`config.mk`:
```
export PLATFORM = sky130hd
export DESIGN_NAME = qual_event_counter
export DESIGN_NICKNAME = d
export VERILOG_FILES = /design/src/rtl/qec_pkg.sv /design/src/rtl/qec_qualify.sv /design/src/rtl/qec_edge.sv /design/src/rtl/qec_accum.sv /design/src/rtl/qual_event_counter.sv
export SDC_FILE = /design/constraint.sdc
export NUM_CORES = 1
export LEC_CHECK = 0
export BUFFER_PORTS_ARGS = -buffer_cell sky130_fd_sc_hd__buf_4
export CORE_MARGIN = 10
export CORE_UTILIZATION = 50
export CTS_CLUSTER_DIAMETER = 80
export DETAILED_ROUTE_END_ITERATION = 10
export PLACE_DENSITY = 0.85
export SYNTH_ARGS = -nofsm -noshare
export SYNTH_HDL_FRONTEND = slang
export SYNTH_SLANG_ARGS = --single-unit
export TNS_END_PERCENT = 5
```
`constraint.sdc`:
```
create_clock -name clk -period 4.4 [get_ports clk]
set_clock_uncertainty 0.2 [all_clocks]
set_input_delay 0.44 -clock clk [delete_from_list [all_inputs] [get_ports clk]]
set_output_delay 0.44 -clock clk [all_outputs]
set_load 0.05 [all_outputs]
```
`src/rtl/qec_pkg.sv`:
```
package qec_pkg;
  // Flag positions inside the configuration word
  localparam int B_EN   = 0;
  localparam int B_EDGE = 1;
  localparam int B_INV  = 2;
  localparam int B_KRN  = 3;
  localparam int B_USR  = 4;
  localparam int THR_LSB = 5;

  localparam logic [1:0] PRIV_KERNEL = 2'd0;
endpackage

```
`src/rtl/qec_qualify.sv`:
```
module qec_qualify
  import qec_pkg::*;
#(
  parameter int CNT_W = 4,
  localparam int CFG_W = THR_LSB + CNT_W
) (
  input  logic [CNT_W-1:0] evt_count,
  input  logic [1:0]       priv_lvl,
  input  logic [CFG_W-1:0] cfg,
  output logic             cond,
  output logic [CNT_W-1:0] amt
);
  logic             kern_en, user_en, both_off, priv_ok;
  logic [CNT_W-1:0] thr;
  logic             thr_on, ge, raw;

  always_comb begin
    kern_en  = cfg[B_KRN];
    user_en  = cfg[B_USR];
    both_off = !kern_en && !user_en;
    priv_ok  = (priv_lvl == PRIV_KERNEL) ? (kern_en || both_off)
                                         : (user_en || both_off);
    thr      = cfg[THR_LSB +: CNT_W];
    thr_on   = |thr;
    ge       = (evt_count >= thr);
    raw      = thr_on ? (cfg[B_INV] ? !ge : ge) : (|evt_count);
    cond     = raw && priv_ok;
    if (!priv_ok)
      amt = '0;
    else if (thr_on)
      amt = {{(CNT_W-1){1'b0}}, raw};
    else
      amt = evt_count;
  end
endmodule

```
`src/rtl/qec_edge.sv`:
```
module qec_edge (
  input  logic clk,
  input  logic rst,
  input  logic en,
  input  logic cond,
  output logic pulse
);
  logic hist_q;

  always_ff @(posedge clk) begin
    if (rst || !en)
      hist_q <= 1'b1;
    else
      hist_q <= cond;
  end

  assign pulse = en && cond && !hist_q;

  AST_EDGE_SINGLE: assert property (@(posedge clk) disable iff (rst)
    pulse |=> !pulse);
  AST_HIST_PRIMED: assert property (@(posedge clk) disable iff (rst)
    $rose(en) |-> !pulse);
endmodule

```
`src/rtl/qec_accum.sv`:
```
module qec_accum #(
  parameter int CNT_W = 4,
  parameter int ACC_W = 48
) (
  input  logic             clk,
  input  logic             rst,
  input  logic             en,
  input  logic [CNT_W-1:0] inc,
  input  logic             wr_en,
  input  logic [ACC_W-1:0] wr_data,
  input  logic             ovf_clr,
  output logic [ACC_W-1:0] acc,
  output logic             ovf
);
  localparam int PAD_W = ACC_W + 1 - CNT_W;

  logic [ACC_W:0] sum;
  logic           carry;

  always_comb begin
    sum   = {1'b0, acc} + {{PAD_W{1'b0}}, inc};
    carry = sum[ACC_W];
  end

  always_ff @(posedge clk) begin
    if (rst) begin
      acc <= '0;
      ovf <= 1'b0;
    end else begin
      if (wr_en)
        acc <= wr_data;
      else if (en)
        acc <= sum[ACC_W-1:0];
      if (en && !wr_en && carry)
        ovf <= 1'b1;
      else if (ovf_clr)
        ovf <= 1'b0;
    end
  end

  AST_WR_PRIORITY: assert property (@(posedge clk) disable iff (rst)
    wr_en |=> acc == $past(wr_data));
  AST_FROZEN: assert property (@(posedge clk) disable iff (rst)
    (!en && !wr_en) |=> $stable(acc));
  AST_OVF_STICKY: assert property (@(posedge clk) disable iff (rst)
    (ovf && !ovf_clr) |=> ovf);
  AST_OVF_CAUSE: assert property (@(posedge clk) disable iff (rst)
    $rose(ovf) |-> $past(en && !wr_en));
endmodule

```
`src/rtl/qual_event_counter.sv`:
```
module qual_event_counter
  import qec_pkg::*;
#(
  parameter int CNT_W = 4,
  parameter int ACC_W = 48,
  localparam int CFG_W = THR_LSB + CNT_W
) (
  input  logic             clk,
  input  logic             rst,
  input  logic [CNT_W-1:0] evt_count,
  input  logic [1:0]       priv_lvl,
  input  logic [CFG_W-1:0] cfg,
  input  logic             wr_en,
  input  logic [ACC_W-1:0] wr_data,
  input  logic             ovf_clr,
  output logic [ACC_W-1:0] rd_data,
  output logic             irq
);
  logic             cond, pulse, en;
  logic [CNT_W-1:0] amt, inc;
  logic [ACC_W-1:0] acc;
  logic             ovf;

  assign en = cfg[B_EN];

  qec_qualify #(.CNT_W(CNT_W)) u_qual (
    .evt_count(evt_count),
    .priv_lvl (priv_lvl),
    .cfg      (cfg),
    .cond     (cond),
    .amt      (amt)
  );

  qec_edge u_edge (
    .clk  (clk),
    .rst  (rst),
    .en   (en),
    .cond (cond),
    .pulse(pulse)
  );

  assign inc = cfg[B_EDGE] ? {{(CNT_W-1){1'b0}}, pulse} : amt;

  qec_accum #(.CNT_W(CNT_W), .ACC_W(ACC_W)) u_acc (
    .clk    (clk),
    .rst    (rst),
    .en     (en),
    .inc    (inc),
    .wr_en  (wr_en),
    .wr_data(wr_data),
    .ovf_clr(ovf_clr),
    .acc    (acc),
    .ovf    (ovf)
  );

  assign rd_data = acc;
  assign irq     = ovf;

  AST_KERN_ONLY: assert property (@(posedge clk) disable iff (rst)
    (cfg[B_KRN] && !cfg[B_USR] && priv_lvl != PRIV_KERNEL && !wr_en)
      |=> $stable(rd_data));
  AST_USER_ONLY: assert property (@(posedge clk) disable iff (rst)
    (cfg[B_USR] && !cfg[B_KRN] && priv_lvl == PRIV_KERNEL && !wr_en)
      |=> $stable(rd_data));
endmodule

```
==> flow_summary.ini <==
[drt]
viasPerCell = 5.72
top_layer = met4
drt.antenna.violating_nets = 0
wire_per_inst_um = 16.1
drt_iter0_markers = 195
wl_met2_um = 4230
drc = 0
wl_um = 8990
wl_met1_um = 4130
vias = 3188
wl_met3_um = 471
firstDrtPassIters = 4

[clocking]
htree_levels = 2
numCtsBuffers = 5
clockBufferDepth = 2
ctsResizeCount = 0
root_buffer = clkbuf_8
clkLatencyLatePin_ps = 300
post_cts_buffers = 0
cts_sinks = 50
path_clk_slew_ps = 90
tritoncts = done
hold_buffers = 0

[synth]
syn_avg_cell_area_sq_um = 8.04
ys.flop_type = dfxtp_1
ys_seq_area_share_pct = 32.8
netlist_instances = 380
yosysTopAreaCell = dfxtp_1
yosysWarnings = 0
yosys.cell_types.count = 43
syn_nets = 456
synth_edf_count = 0
netlist_top_cells_area = dfxtp_1 (33%), a211oi_1 (7.9%), nor2_1 (7.0%)
synth_top_area_share_pct = 32.8
async_flop_share_pct = 0
synth-seq-cells = 50
synth_area_sq_mm = 0.00306

[critical_path]
cp-start-kind = input pin
worstPathCellList = buf_4, or4_1, nor4b_1, a311oi_1, nand3_1, a211oi_1, ha_1, inv_1, fa_1, nand2b_1, a21oi_1, nand2_1, or4_1, a311oi_1
cp_top_family = simple AND/OR/NAND/NOR gates
slowest_stage = or4_1
slowest_delay_ps = 650
end_kind = flop
cp.required_ps = 4420
worstPathMaxFanout = 8
crit_arrival_ps = 4170
path_buf_inv = 2
criticalPathCategory = input pin to flop

[placement]
dp_hpwl_um = 6900
place.gp.congestion = 0.890
placed_area_sq_mm = 0.00396
dpl_worst_slack_ps = -17.5
port_buffers = 115

[global_routing]
antenna_found_initial = 0
grt_pass1_vias = 3003
grt_pass1_wl_um = 14700
grt_max_degree = 57
grt_use_total_pct = 17.5
grt-ovfl-total = 0

[die]
die_h_um = 98.2
die_w_um = 98.2
rows = 28
die-area_sq_mm = 0.00964
io_pins = 116
initial_core_util_pct = 51.6
core_sq_mm = 0.00592

[run_status]
status = complete, no violations

[timing]
final_max_slew_viol_count = 0
tightest_slew_ps = 1060
max_freq_ghz = 0.241
finalSetupViolCount = 0
final.setup.tns_ps = 0
finalCriticalPeriod_ps = 4150
rsz0062_at_grt = no
hold_viol = 0
min_period_over_period_pct = 94.3
timing.final.ws_setup_ps = 253
slew_headroom_pct = 28.6

[run]
max-cap-violations = 0

[power_and_ir_drop]
cellLeakagePower_nw = 1.64
power_density_mw_per_mm2 = 286
vdd.ir_drop.worst_v = 0.000164

[hold_path]
hp-class = input pin to flop

[finish]
syn2layout_area_growth_pct = 33.1
n_antenna_cell = 0
finish.instance_area_sq_mm = 0.00407
nNetsFinal = 558
layout-drive-gt1-share_pct = 27.6
## path summary, 6_finish.rpt
path / start / to / slack (ps) / depth (start not counted)
max: cfg[6] / u_acc.acc[42]$_SDFFE_PP0P_ / 250 / 14
min: wr_data[1] / u_acc.acc[1]$_SDFFE_PP0P_ / 160 / 3
max reg2reg: u_edge.hist_q$_SDFF_PP1_ / u_acc.acc[42]$_SDFFE_PP0P_ / 1280 / 10
min reg2reg: u_acc.ovf$_SDFFE_PP0P_ / u_acc.ovf$_SDFFE_PP0P_ / 290 / 2
## where the power goes
part,total (mW),leakage (nW),switching [mW],internal (mW)
combinational,0.308,1.17,0.190,0.117
sequential,0.522,0.415,0.0386,0.484
clock,0.335,0.0573,0.153,0.182
total,1.17,1.64,0.382,0.783
## kinds of logic after synthesis
group                      Yosys count  synth area share, %
DFF                                 50                 32.8
xor gates and xnor gates            30                 8.60
AOI/OAI and AO/OA                   81                 19.0
adders and majority gates            9                 3.93
muxes                                3                0.983
and+or+nand+nor                    170                 30.1
buffers and inverters               37                 4.63
## cells in the mapped netlist (2+ instances only)
library cell / count
a211oi_1: 32
a21oi_1: 9
a311oi_1: 16
and2_1: 7
and3_1: 4
and4_1: 4
buf_2: 2
clkbuf_1: 20
dfxtp_1: 50
ha_1: 8
inv_1: 13
mux2i_1: 3
nand2_1: 20
nand2b_1: 5
nand3_1: 18
nand4_1: 17
nand4_2: 2
nand4b_1: 3
nor2_1: 57
nor3_1: 3
nor4_1: 3
nor4b_1: 2
o21ai_0: 10
o31ai_1: 8
or3_1: 10
or4_1: 9
xnor2_1: 8
xor2_1: 22
## routing by layer
layer | track usage, % | vias to the layer above
met2 | 28.9 | 82
met3 | 3.59 | 11
li1 | - | 1611
met4 | 5.73 | 0
met1 | 22.3 | 1484
met5 | 0 | -
## placed cells by master (no fill, tap or decap), types with 2 or more instances in the layout
master and n:
a311oi_1 16, nand4b_1 3, xor2_1 22, nand3_1 18
clkbuf_8 6, ha_1 8, or3_1 10, and3_1 4
xnor2_1 8, nor3_1 3, and4_1 4, buf_4 118
a211oi_1 32, nor4b_1 2, nor2_1 57, nand2_1 20
nor4_4 2, o21ai_0 10, mux2i_1 3, nor4_1 3
inv_1 13, nand4_1 17, nand4_2 2, and2_1 7
nand2b_1 5, or4_1 9, o31ai_1 8, dfxtp_1 50
a21oi_1 9
## per-stage QoR
step | power, mW | util [%] | hold WS (ps) | cells
2_1_floorplan | 0.717 | - | 342 | 380
3_3_place_gp | 0.834 | 66.8 | 276 | 550
3_5_place_dp | 0.841 | 66.8 | 274 | 550
4_1_cts | 1.17 | 68.7 | 160 | 557
5_1_grt | 1.21 | 68.7 | 184 | 557
6_report | 1.17 | 68.7 | 165 | 557
## area by class of cell
cell class	count	area (sq um)
clock inverters	1	30.0
repair buffers	118	886
flip-flops and latches	50	1000
multi-input cells	293	1920
fillers	491	1850
well taps	75	93.8
inverters	14	52.6
clock buffers	6	82.6
## worst min-delay path, stage by stage
cell	delay, ps
buf_4	80
a21oi_1	50
nor2_1	70
## flip-flops by register name, summed over array words and instances (netlist names)
name and cells:
u_acc.ovf 1, u_acc.acc 48, u_edge.hist_q 1
No activity file was read; power rests on OpenSTA's default activity.
